==> src/rtl/prt_gpio_pkg.sv <==
package prt_gpio_pkg;
   localparam logic [2:0] ADR_GPIN  = 3'd3;
   localparam logic [2:0] ADR_GPOUT = 3'd4;
   localparam logic [2:0] ADR_PSTAT = 3'd4;
   localparam logic [2:0] ADR_PDATA = 3'd5;
   localparam logic [2:0] ADR_PCTL  = 3'd6;

   localparam int PCTL_STROBE = 0;
   localparam int PCTL_INIT   = 1;
   localparam int PCTL_ACKCLR = 2;

   typedef struct packed {
      logic ack;
      logic fault;
      logic busy;
   } pstat_t;
endpackage

==> src/rtl/prt_addr_dec.sv <==
module prt_addr_dec #(
   parameter int DEC_W = 3
) (
   input  logic             cs_n,
   input  logic             wr_n,
   input  logic             oe_n,
   input  logic [DEC_W-1:0] addr_lo,
   output logic             we_gpo,
   output logic             we_pdata,
   output logic             we_pctl,
   output logic             rd_act
);
   import prt_gpio_pkg::*;

   logic wr_act;

   generate
      if (DEC_W != 3) begin : g_bad_dec
         $error("prt_addr_dec: DEC_W must be 3");
      end
   endgenerate

   assign wr_act   = !cs_n && !wr_n;
   assign rd_act   = !cs_n && !oe_n;
   assign we_gpo   = wr_act && (addr_lo == ADR_GPOUT);
   assign we_pdata = wr_act && (addr_lo == ADR_PDATA);
   assign we_pctl  = wr_act && (addr_lo == ADR_PCTL);
endmodule

==> src/rtl/prt_out_latch.sv <==
module prt_out_latch #(
   parameter int DW = 8
) (
   input  logic          clk,
   input  logic          rst,
   input  logic          we_gpo,
   input  logic          we_pdata,
   input  logic          we_pctl,
   input  logic [DW-1:0] wdata,
   output logic [DW-1:0] gpo,
   output logic [DW-1:0] pdata,
   output logic          strobe,
   output logic          init,
   output logic          ack_clr
);
   import prt_gpio_pkg::*;

   generate
      if (DW < 3) begin : g_bad_dw
         $error("prt_out_latch: DW must be at least 3");
      end
   endgenerate

   always_ff @(posedge clk or posedge rst) begin
      if (rst) begin
         gpo    <= '0;
         pdata  <= '0;
         strobe <= 1'b0;
         init   <= 1'b0;
      end else begin
         if (we_gpo)   gpo   <= wdata;
         if (we_pdata) pdata <= wdata;
         if (we_pctl) begin
            strobe <= wdata[PCTL_STROBE];
            init   <= wdata[PCTL_INIT];
         end
      end
   end

   assign ack_clr = we_pctl && wdata[PCTL_ACKCLR];

   AST_GPO_HOLD: assert property (@(posedge clk) disable iff (rst)
      !we_gpo |=> $stable(gpo));
   AST_PDATA_HOLD: assert property (@(posedge clk) disable iff (rst)
      !we_pdata |=> $stable(pdata));
   AST_PDATA_LOAD: assert property (@(posedge clk) disable iff (rst)
      we_pdata |=> (pdata == $past(wdata)));
endmodule

==> src/rtl/prt_ack_capture.sv <==
module prt_ack_capture #(
   parameter int SYNC_STAGES    = 2,
   parameter bit ACK_ACTIVE_LOW = 1'b1
) (
   input  logic clk,
   input  logic rst,
   input  logic ack_pin,
   input  logic clr,
   output logic ack_flag
);
   localparam logic IDLE_LVL = ACK_ACTIVE_LOW ? 1'b1 : 1'b0;

   logic [SYNC_STAGES-1:0] sync_q;
   logic                   prev_q;
   logic                   act_now;
   logic                   act_prev;
   logic                   edge_hit;

   generate
      if (SYNC_STAGES < 2) begin : g_bad_sync
         $error("prt_ack_capture: SYNC_STAGES must be at least 2");
      end
   endgenerate

   always_ff @(posedge clk or posedge rst) begin
      if (rst) begin
         sync_q <= {SYNC_STAGES{IDLE_LVL}};
         prev_q <= IDLE_LVL;
      end else begin
         sync_q <= {sync_q[SYNC_STAGES-2:0], ack_pin};
         prev_q <= sync_q[SYNC_STAGES-1];
      end
   end

   generate
      if (ACK_ACTIVE_LOW) begin : g_pol_low
         assign act_now  = !sync_q[SYNC_STAGES-1];
         assign act_prev = !prev_q;
      end else begin : g_pol_high
         assign act_now  = sync_q[SYNC_STAGES-1];
         assign act_prev = prev_q;
      end
   endgenerate

   assign edge_hit = act_now && !act_prev;

   always_ff @(posedge clk or posedge rst) begin
      if (rst)           ack_flag <= 1'b0;
      else if (edge_hit) ack_flag <= 1'b1;
      else if (clr)      ack_flag <= 1'b0;
   end

   AST_ACK_SET: assert property (@(posedge clk) disable iff (rst)
      edge_hit |=> ack_flag);
   AST_ACK_CLR: assert property (@(posedge clk) disable iff (rst)
      (clr && !edge_hit) |=> !ack_flag);
   AST_ACK_HOLD: assert property (@(posedge clk) disable iff (rst)
      (!clr && !edge_hit) |=> $stable(ack_flag));
endmodule

==> src/rtl/prt_rd_mux.sv <==
module prt_rd_mux #(
   parameter int DW    = 8,
   parameter int DEC_W = 3
) (
   input  logic                 rd_act,
   input  logic [DEC_W-1:0]     addr_lo,
   input  logic [DW-1:0]        gpi,
   input  prt_gpio_pkg::pstat_t stat,
   output logic [DW-1:0]        data_out,
   output logic                 data_oe
);
   import prt_gpio_pkg::*;

   localparam int SW = $bits(pstat_t);

   logic [DW-1:0] sel_val;

   always_comb begin
      sel_val = '0;
      case (addr_lo)
         ADR_GPIN:  sel_val = gpi;
         ADR_PSTAT: sel_val = {{(DW-SW){1'b0}}, stat};
         default:   sel_val = '0;
      endcase
   end

   assign data_oe  = rd_act;
   assign data_out = rd_act ? sel_val : '0;
endmodule

==> src/rtl/prt_gpio_regs.sv <==
module prt_gpio_regs #(
   parameter int DW             = 8,
   parameter int AW             = 4,
   parameter int SYNC_STAGES    = 2,
   parameter bit ACK_ACTIVE_LOW = 1'b1
) (
   input  logic          clk,
   input  logic          rst,
   input  logic          cs_n,
   input  logic          wr_n,
   input  logic          oe_n,
   input  logic [AW-1:0] addr,
   input  logic [DW-1:0] data_in,
   output logic [DW-1:0] data_out,
   output logic          data_oe,
   input  logic [DW-1:0] gpi,
   output logic [DW-1:0] gpo,
   output logic [DW-1:0] prn_data,
   output logic          prn_strobe,
   output logic          prn_init,
   input  logic          prn_busy,
   input  logic          prn_fault,
   input  logic          prn_ack_n
);
   import prt_gpio_pkg::*;

   localparam int DEC_W = 3;

   logic [DEC_W-1:0] addr_lo;
   logic             we_gpo, we_pdata, we_pctl, rd_act;
   logic             ack_clr, ack_flag;
   pstat_t           stat;

   generate
      if (AW < DEC_W) begin : g_bad_aw
         $error("prt_gpio_regs: AW must be at least 3");
      end
      if (AW > DEC_W) begin : g_hi_addr
         logic unused_hi_addr;
         assign unused_hi_addr = ^addr[AW-1:DEC_W];
      end
   endgenerate

   assign addr_lo = addr[DEC_W-1:0];

   prt_addr_dec #(.DEC_W(DEC_W)) u_dec (
      .cs_n(cs_n), .wr_n(wr_n), .oe_n(oe_n), .addr_lo(addr_lo),
      .we_gpo(we_gpo), .we_pdata(we_pdata), .we_pctl(we_pctl), .rd_act(rd_act)
   );

   prt_out_latch #(.DW(DW)) u_lat (
      .clk(clk), .rst(rst), .we_gpo(we_gpo), .we_pdata(we_pdata),
      .we_pctl(we_pctl), .wdata(data_in), .gpo(gpo), .pdata(prn_data),
      .strobe(prn_strobe), .init(prn_init), .ack_clr(ack_clr)
   );

   prt_ack_capture #(.SYNC_STAGES(SYNC_STAGES), .ACK_ACTIVE_LOW(ACK_ACTIVE_LOW)) u_ack (
      .clk(clk), .rst(rst), .ack_pin(prn_ack_n), .clr(ack_clr), .ack_flag(ack_flag)
   );

   assign stat.busy  = prn_busy;
   assign stat.fault = prn_fault;
   assign stat.ack   = ack_flag;

   prt_rd_mux #(.DW(DW), .DEC_W(DEC_W)) u_mux (
      .rd_act(rd_act), .addr_lo(addr_lo), .gpi(gpi), .stat(stat),
      .data_out(data_out), .data_oe(data_oe)
   );

   AST_BUS_IDLE: assert property (@(posedge clk) disable iff (rst)
      (cs_n || oe_n) |-> (!data_oe && data_out == '0));
   AST_STAT_PAD: assert property (@(posedge clk) disable iff (rst)
      (!cs_n && !oe_n && addr_lo == ADR_PSTAT) |-> (data_out[DW-1:3] == '0));
   AST_GPO_LOAD: assert property (@(posedge clk) disable iff (rst)
      (!cs_n && !wr_n && addr_lo == ADR_GPOUT) |=> (gpo == $past(data_in)));
   AST_CTL_LOAD: assert property (@(posedge clk) disable iff (rst)
      (!cs_n && !wr_n && addr_lo == ADR_PCTL) |=>
         (prn_strobe == $past(data_in[0]) && prn_init == $past(data_in[1])));
endmodule

==> config.mk <==
export PLATFORM = sky130hd
export DESIGN_NAME = prt_gpio_regs
export DESIGN_NICKNAME = d
export VERILOG_FILES = /design/src/rtl/prt_gpio_pkg.sv /design/src/rtl/prt_addr_dec.sv /design/src/rtl/prt_out_latch.sv /design/src/rtl/prt_ack_capture.sv /design/src/rtl/prt_rd_mux.sv /design/src/rtl/prt_gpio_regs.sv
export SDC_FILE = /design/constraint.sdc
export NUM_CORES = 1
export LEC_CHECK = 0
export BUFFER_PORTS_ARGS = -buffer_cell sky130_fd_sc_hd__buf_2
export CAP_MARGIN = 10
export CORE_ASPECT_RATIO = 1.5
export CORE_MARGIN = 2
export CORE_UTILIZATION = 37
export CTS_CLUSTER_DIAMETER = 120
export DETAILED_ROUTE_END_ITERATION = 8
export GPL_TIMING_DRIVEN = 1
export PLACE_DENSITY = 0.72
export SYNTH_ARGS = -nofsm -noshare
export SYNTH_HDL_FRONTEND = slang
export SYNTH_SLANG_ARGS = --single-unit
==> constraint.sdc <==
create_clock -name clk -period 1 [get_ports clk]
set_clock_uncertainty 0.2 [all_clocks]
set_input_delay 0.15 -clock clk [delete_from_list [all_inputs] [get_ports clk]]
set_output_delay 0.15 -clock clk [all_outputs]
set_load 0.01 [all_outputs]
Yosys cells after proc, flatten, opt, wreduce, memory -nomap -nowiden. Cells that the tools add are included.

Flip-flop bits (word level): 22. Input port bits: 28. Logic and storage cells: 27.

Equal/unequal tests: 4. Muxes and demuxes: 4. Reduce and logical (&&, ||, !) cells: 12.

Operators by type and width (count): 8-bit case mux with 2 select lines (1); 3-bit equality test, second input constant (3); 8-bit two-way mux (1); 1-bit logical AND (7); 1-bit logical NOT (4); 3-bit by 2-bit equality test with 1-bit output, second input constant (1); 1-bit two-way mux (2); 2-bit nonzero test (1).

Depth between registers and ports, before layout.
Depth after elaboration: 6. Gate-level depth with buffers: 4. Gate-level depth less buffers: 3.

Hierarchy. Synthesis repeated with hierarchy kept, for this count alone.

Cells, all modules: 70. Area, all modules: 1051.0 sq um.

Modules (own cells, without submodules): prt_out_latch (instances 1, cells an instance 40, area each 745.7 sq um, sequential area each 450.4 sq um); prt_rd_mux (instances 1, cells an instance 17, area each 135.1 sq um, sequential area each 0.0 sq um); prt_ack_capture (instances 1, cells an instance 8, area each 127.6 sq um, sequential area each 103.8 sq um); prt_addr_dec (instances 1, cells an instance 5, area each 42.5 sq um, sequential area each 0.0 sq um).

Worst setup path after synthesis. OpenSTA, ideal clock, no wires.

Path kind: input port to flip-flop. From: input port cs_n. To: register u_lat.gpo[0]. Arrival time: 1.066 ns. Required time: 0.675 ns. Slack: -0.391 ns. Stages: 4. Path through: nor4b_2 and2b_1 buf_6 mux2_2.

Word-level cells in the longest chain between the ends: 3.

RTL lines: start: declaration (RTL line prt_gpio_regs.sv:9) `input logic cs_n,`; 1-bit logical NOT (RTL line prt_addr_dec.sv:23) `assign wr_act = !cs_n && !wr_n;`; 1-bit logical AND (RTL line prt_addr_dec.sv:23); 1-bit logical AND (RTL line prt_addr_dec.sv:25) `assign we_gpo = wr_act && (addr_lo == ADR_GPOUT);`; end signal: assignment (RTL line prt_out_latch.sv:31) `if (we_gpo) gpo <= wdata;`; end: declaration (RTL line prt_out_latch.sv:10) `output logic [DW-1:0] gpo,`.

Every way passes these cells. A chain may end at the register's enable or synchronous reset.

Worst setup path in the final report.
From: register u_ack.ack_flag. To: output port data_out[2].

Word-level cells in the longest chain between the ends: 2.

RTL lines: start: declaration (RTL line prt_ack_capture.sv:9) `output logic ack_flag`; start signal: assignment (RTL line prt_ack_capture.sv:48) `if (rst) ack_flag <= 1'b0;`; start signal: assignment (RTL line prt_ack_capture.sv:49) `else if (edge_hit) ack_flag <= 1'b1;`; start signal: assignment (RTL line prt_ack_capture.sv:50) `else if (clr) ack_flag <= 1'b0;`; 8-bit case mux with 2 select lines (RTL line prt_rd_mux.sv:20) `case (addr_lo)`; 8-bit two-way mux (RTL line prt_rd_mux.sv:28) `assign data_out = rd_act ? sel_val : '0;`; end: declaration (RTL line prt_gpio_regs.sv:14) `output logic [DW-1:0] data_out,`.

Every way passes these cells.

==> results by group <==
Cells and area
  • Fraction of layout cells with a size suffix above 1: 81.69%
  • Layout Nets: 171
  • Antenna cells: 0
  • Layout area overhead: 81.25%
  • Post-route insts no fill: 166

STA
  • RSZ-0062 raised after global routing: true
  • Worst Max-Slew Pin Slew: 238.9 ps
  • Fmax: 0.7265 GHz
  • Max-slew violations: 0
  • Fin worst setup slack: -376.5 ps
  • Final Critical Period: 1376 ps
  • Worst rel slew slack: 84.01%
  • Tcrit/Tclk final: 137.6%
  • Final setup viols: 38
  • Total negative setup slack: -7754 ps
  • Final Hold Fails: 19
  • Fin Hold WS: -119.5 ps

Logic synthesis
  • Ys flop type: dfrtp_1
  • Simple-Gate Fraction of Synth Area: 11.96%
  • Most common cell in the netlist: dfrtp_1
  • Synth area leaders: dfrtp_1 52%, mux2_2 22%, dfstp_2 8.6%
  • Yosys cell types: 18
  • Adder-cell area share of the yosys netlist: 0%
  • Async set-or-reset flop fraction in the synthesized netlist: 100.0%
  • Top cell type's share of synthesized area: 51.63%
  • Synth Area in XOR/XNOR: 0%
  • Seq/Total Area, Yosys: 60.19%
  • Post-synth EDFFs: 0
  • Largest family of logic cells by synthesized area: multiplexers
  • Net Count, Synth: 93
  • Mapped Cells: 65
  • Most common library cells after synthesis: 19 x dfrtp_1, 18 x mux2_2, 5 x and3_1
  • Compound-gate portion of the synthesized area: 3.397%
  • YS warnings: 0
  • Syn_area_per_cell: 14.17 um2
  • Area leader, netlist: dfrtp_1
  • Syn Std Cell Area: 920.9 um2
  • FF+latch count, synth: 22
  • Mux cell area share after synthesis: 22.01%

Route
  • DR WL met2: 1372 um
  • Uppermost layer routed: met4
  • Vias per cell: 4.970
  • Detailed-route via count: 825
  • Met1 WL: 814 um
  • Routed wl met3: 220 um
  • Drt initial violations: 4
  • WL final: 2435 um
  • DR pass1 iterations: 2
  • # DRC: 0
  • Final ANT Viol Nets: 0
  • Wire per inst: 14.67 um

Clock tree
  • Cts hold-fix bufs: 3
  • Reg clk slew, reported paths: 120 ps
  • CTS tree: built
  • H-tree levels: 1
  • Clk Latency, worst-skew pair: 300 ps
  • Clock Tree Root: clkbuf_4
  • Clock tree sinks: 22
  • CTS buffer count: 3
  • Clock Tree Buf Depth: 2

Die
  • Width of the die: 44.74 um
  • Full die area: 2912 um2
  • Rows: 22
  • # IOs: 55
  • Core Footprint: 2395 um2
  • Starting Density: 38.45%
  • Chip height: 65.10 um

Pwr
  • Max VDD drop: 1.127 mV
  • Gate power share: 30.7%
  • Reg power frac: 44.0%
  • P_sw: 0.6770 mW
  • Switching Fraction: 25.56%
  • P per Cell Area: 1587 nW/um2
  • Int Pwr: 1.972 mW
  • Pleak: 0.8475 nW
  • Clock Power Share: 25.3%

Placed design
  • Final Wtd Congestion: 0.6671
  • Port bufs: 53
  • Detailed placement HPWL: 1719 um
  • Post-placement cell count: 151

Worst setup path
  • Worst Setup Start Kind: register
  • Arrival time worst endpoint: 1030 ps
  • CP Max Fanout: 2
  • Crit path kind: register to primary output
  • Worst EP required: 650 ps
  • CP endpoint kind: primary output

Flow run
  • Number of max-cap violations: 0

Global route
  • Global route overflow: 0
  • Initial antenna violation count: 0
  • Vias in the first global route: 807
  • Largest net degree at the start of global routing: 23
  • First-pass GRT wire length: 3588 um
  • GRT Util Overall: 17.01%

Hold path
  • Hold crit path type: input port to register

Outcome
  • Failing checks: negative hold slack, negative setup slack
  • Status: complete, but fails checks
-- through the flow --
step,setup WS (ps),power [mW],area (um2),util (%)
final,-376.5,2.648,1669,69.70
after global routing,-432.5,2.776,1669,69.70
after CTS,-383.1,2.589,1643,68.60
after detailed placement,-534.5,1.823,1400,58.46
after global placement,-495.3,1.801,1400,58.46
after floorplan,-351.3,1.499,1022,-
-- state kept, by name, summed over array words and instances (netlist names) --
| register | count |
|---|---|
| u_lat.gpo | 8 |
| u_lat.strobe | 1 |
| u_lat.init | 1 |
| u_ack.ack_flag | 1 |
| u_lat.pdata | 8 |
| u_ack.sync_q | 2 |
| u_ack.prev_q | 1 |
-- power groups by stage --
stage               logic, mW  clock network [mW]  registers (mW)
finish                  0.813               0.670            1.17
global route            0.869               0.720            1.19
CTS                     0.751               0.678            1.16
detailed placement      0.647                   0            1.18
global placement        0.627                   0            1.17
floorplan               0.246                   0            1.25
-- worst paths after layout --
kind,startpoint,end,slack (ps),depth (start not counted)
min in group asynchronous,rst,u_lat.gpo[3]$_DFFE_PP0P_,190,4
worst max-delay path,u_ack.ack_flag$_DFFE_PP0P_,data_out[2],-380,3
worst min-delay path,data_in[4],u_lat.gpo[4]$_DFFE_PP0P_,-120,2
worst min register to register,u_ack.sync_q[0]$_DFF_PP1_,u_ack.sync_q[1]$_DFF_PP1_,160,0
worst max register to register,u_lat.gpo[2]$_DFFE_PP0P_,u_lat.gpo[2]$_DFFE_PP0P_,-260,3
max in group asynchronous,rst,u_ack.sync_q[0]$_DFF_PP1_,200,4
-- timing repair --
item	in CTS	in global routing
endpoints found under the hold margin	42	19
buffers inserted	8	3
setup endpoints to repair	46	39
resized for setup	26	4
pin swaps	17	5
-- final cells by class --
| class | instances | area [um2] |
|---|---|---|
| Timing Repair Buffer | 75 | 558.0 |
| Clock buffer | 3 | 22.52 |
| Multi-Input combinational cell | 39 | 466.7 |
| Sequential cell | 22 | 554.3 |
| Fill cell | 176 | 725.7 |
| Clock inverter | 1 | 30.03 |
| Inverter | 2 | 7.507 |
| Tap cell | 24 | 30.03 |
-- worst max-delay path, stage by stage (launching register included) --
cell and delay, ps:
dfrtp_1 400, a22oi_2 140, nor3_2 50, buf_2 130
-- cells in the final DEF, fill, tap and decap left out --
master         netlist  final
a22oi_2              0      3
nand4b_1             1      1
nor2_1               2      1
buf_8                0      2
buf_12               0      2
mux2_2              18     10
mux2_4               0      8
nor3b_4              0      1
buf_4                0     14
nor4b_4              0      1
nand2_4              0      1
dlygate4sd3_1        0      2
and3_4               0      5
dfstp_2              3      3
inv_1                2      1
a22o_1               1      1
inv_2                0      1
nor3_2               0      3
nand3_1              1      1
buf_2                0     41
nor2_4               0      1
bufinv_16            0      1
and3b_2              0      1
dfrtp_1             19     19
buf_6                1     14
clkbuf_4             0      3
and2b_2              0      1
-- metal layers --
layer | global-route usage (%) | vias up
met3 | 2.747 | 3
met5 | 0 | -
met2 | 29.89 | 47
li1 | - | 389
met1 | 20.36 | 386
met4 | 5.682 | 0
-- logic make-up (layout without fill, tap and decap cells) --
family / Yosys count / in the layout
flops: 22 / 22
mux: 18 / 18
simple gates: 17 / 17
compound gates: 4 / 4
buf+inv: 4 / 81
Power figures use the tool's default switching activity.
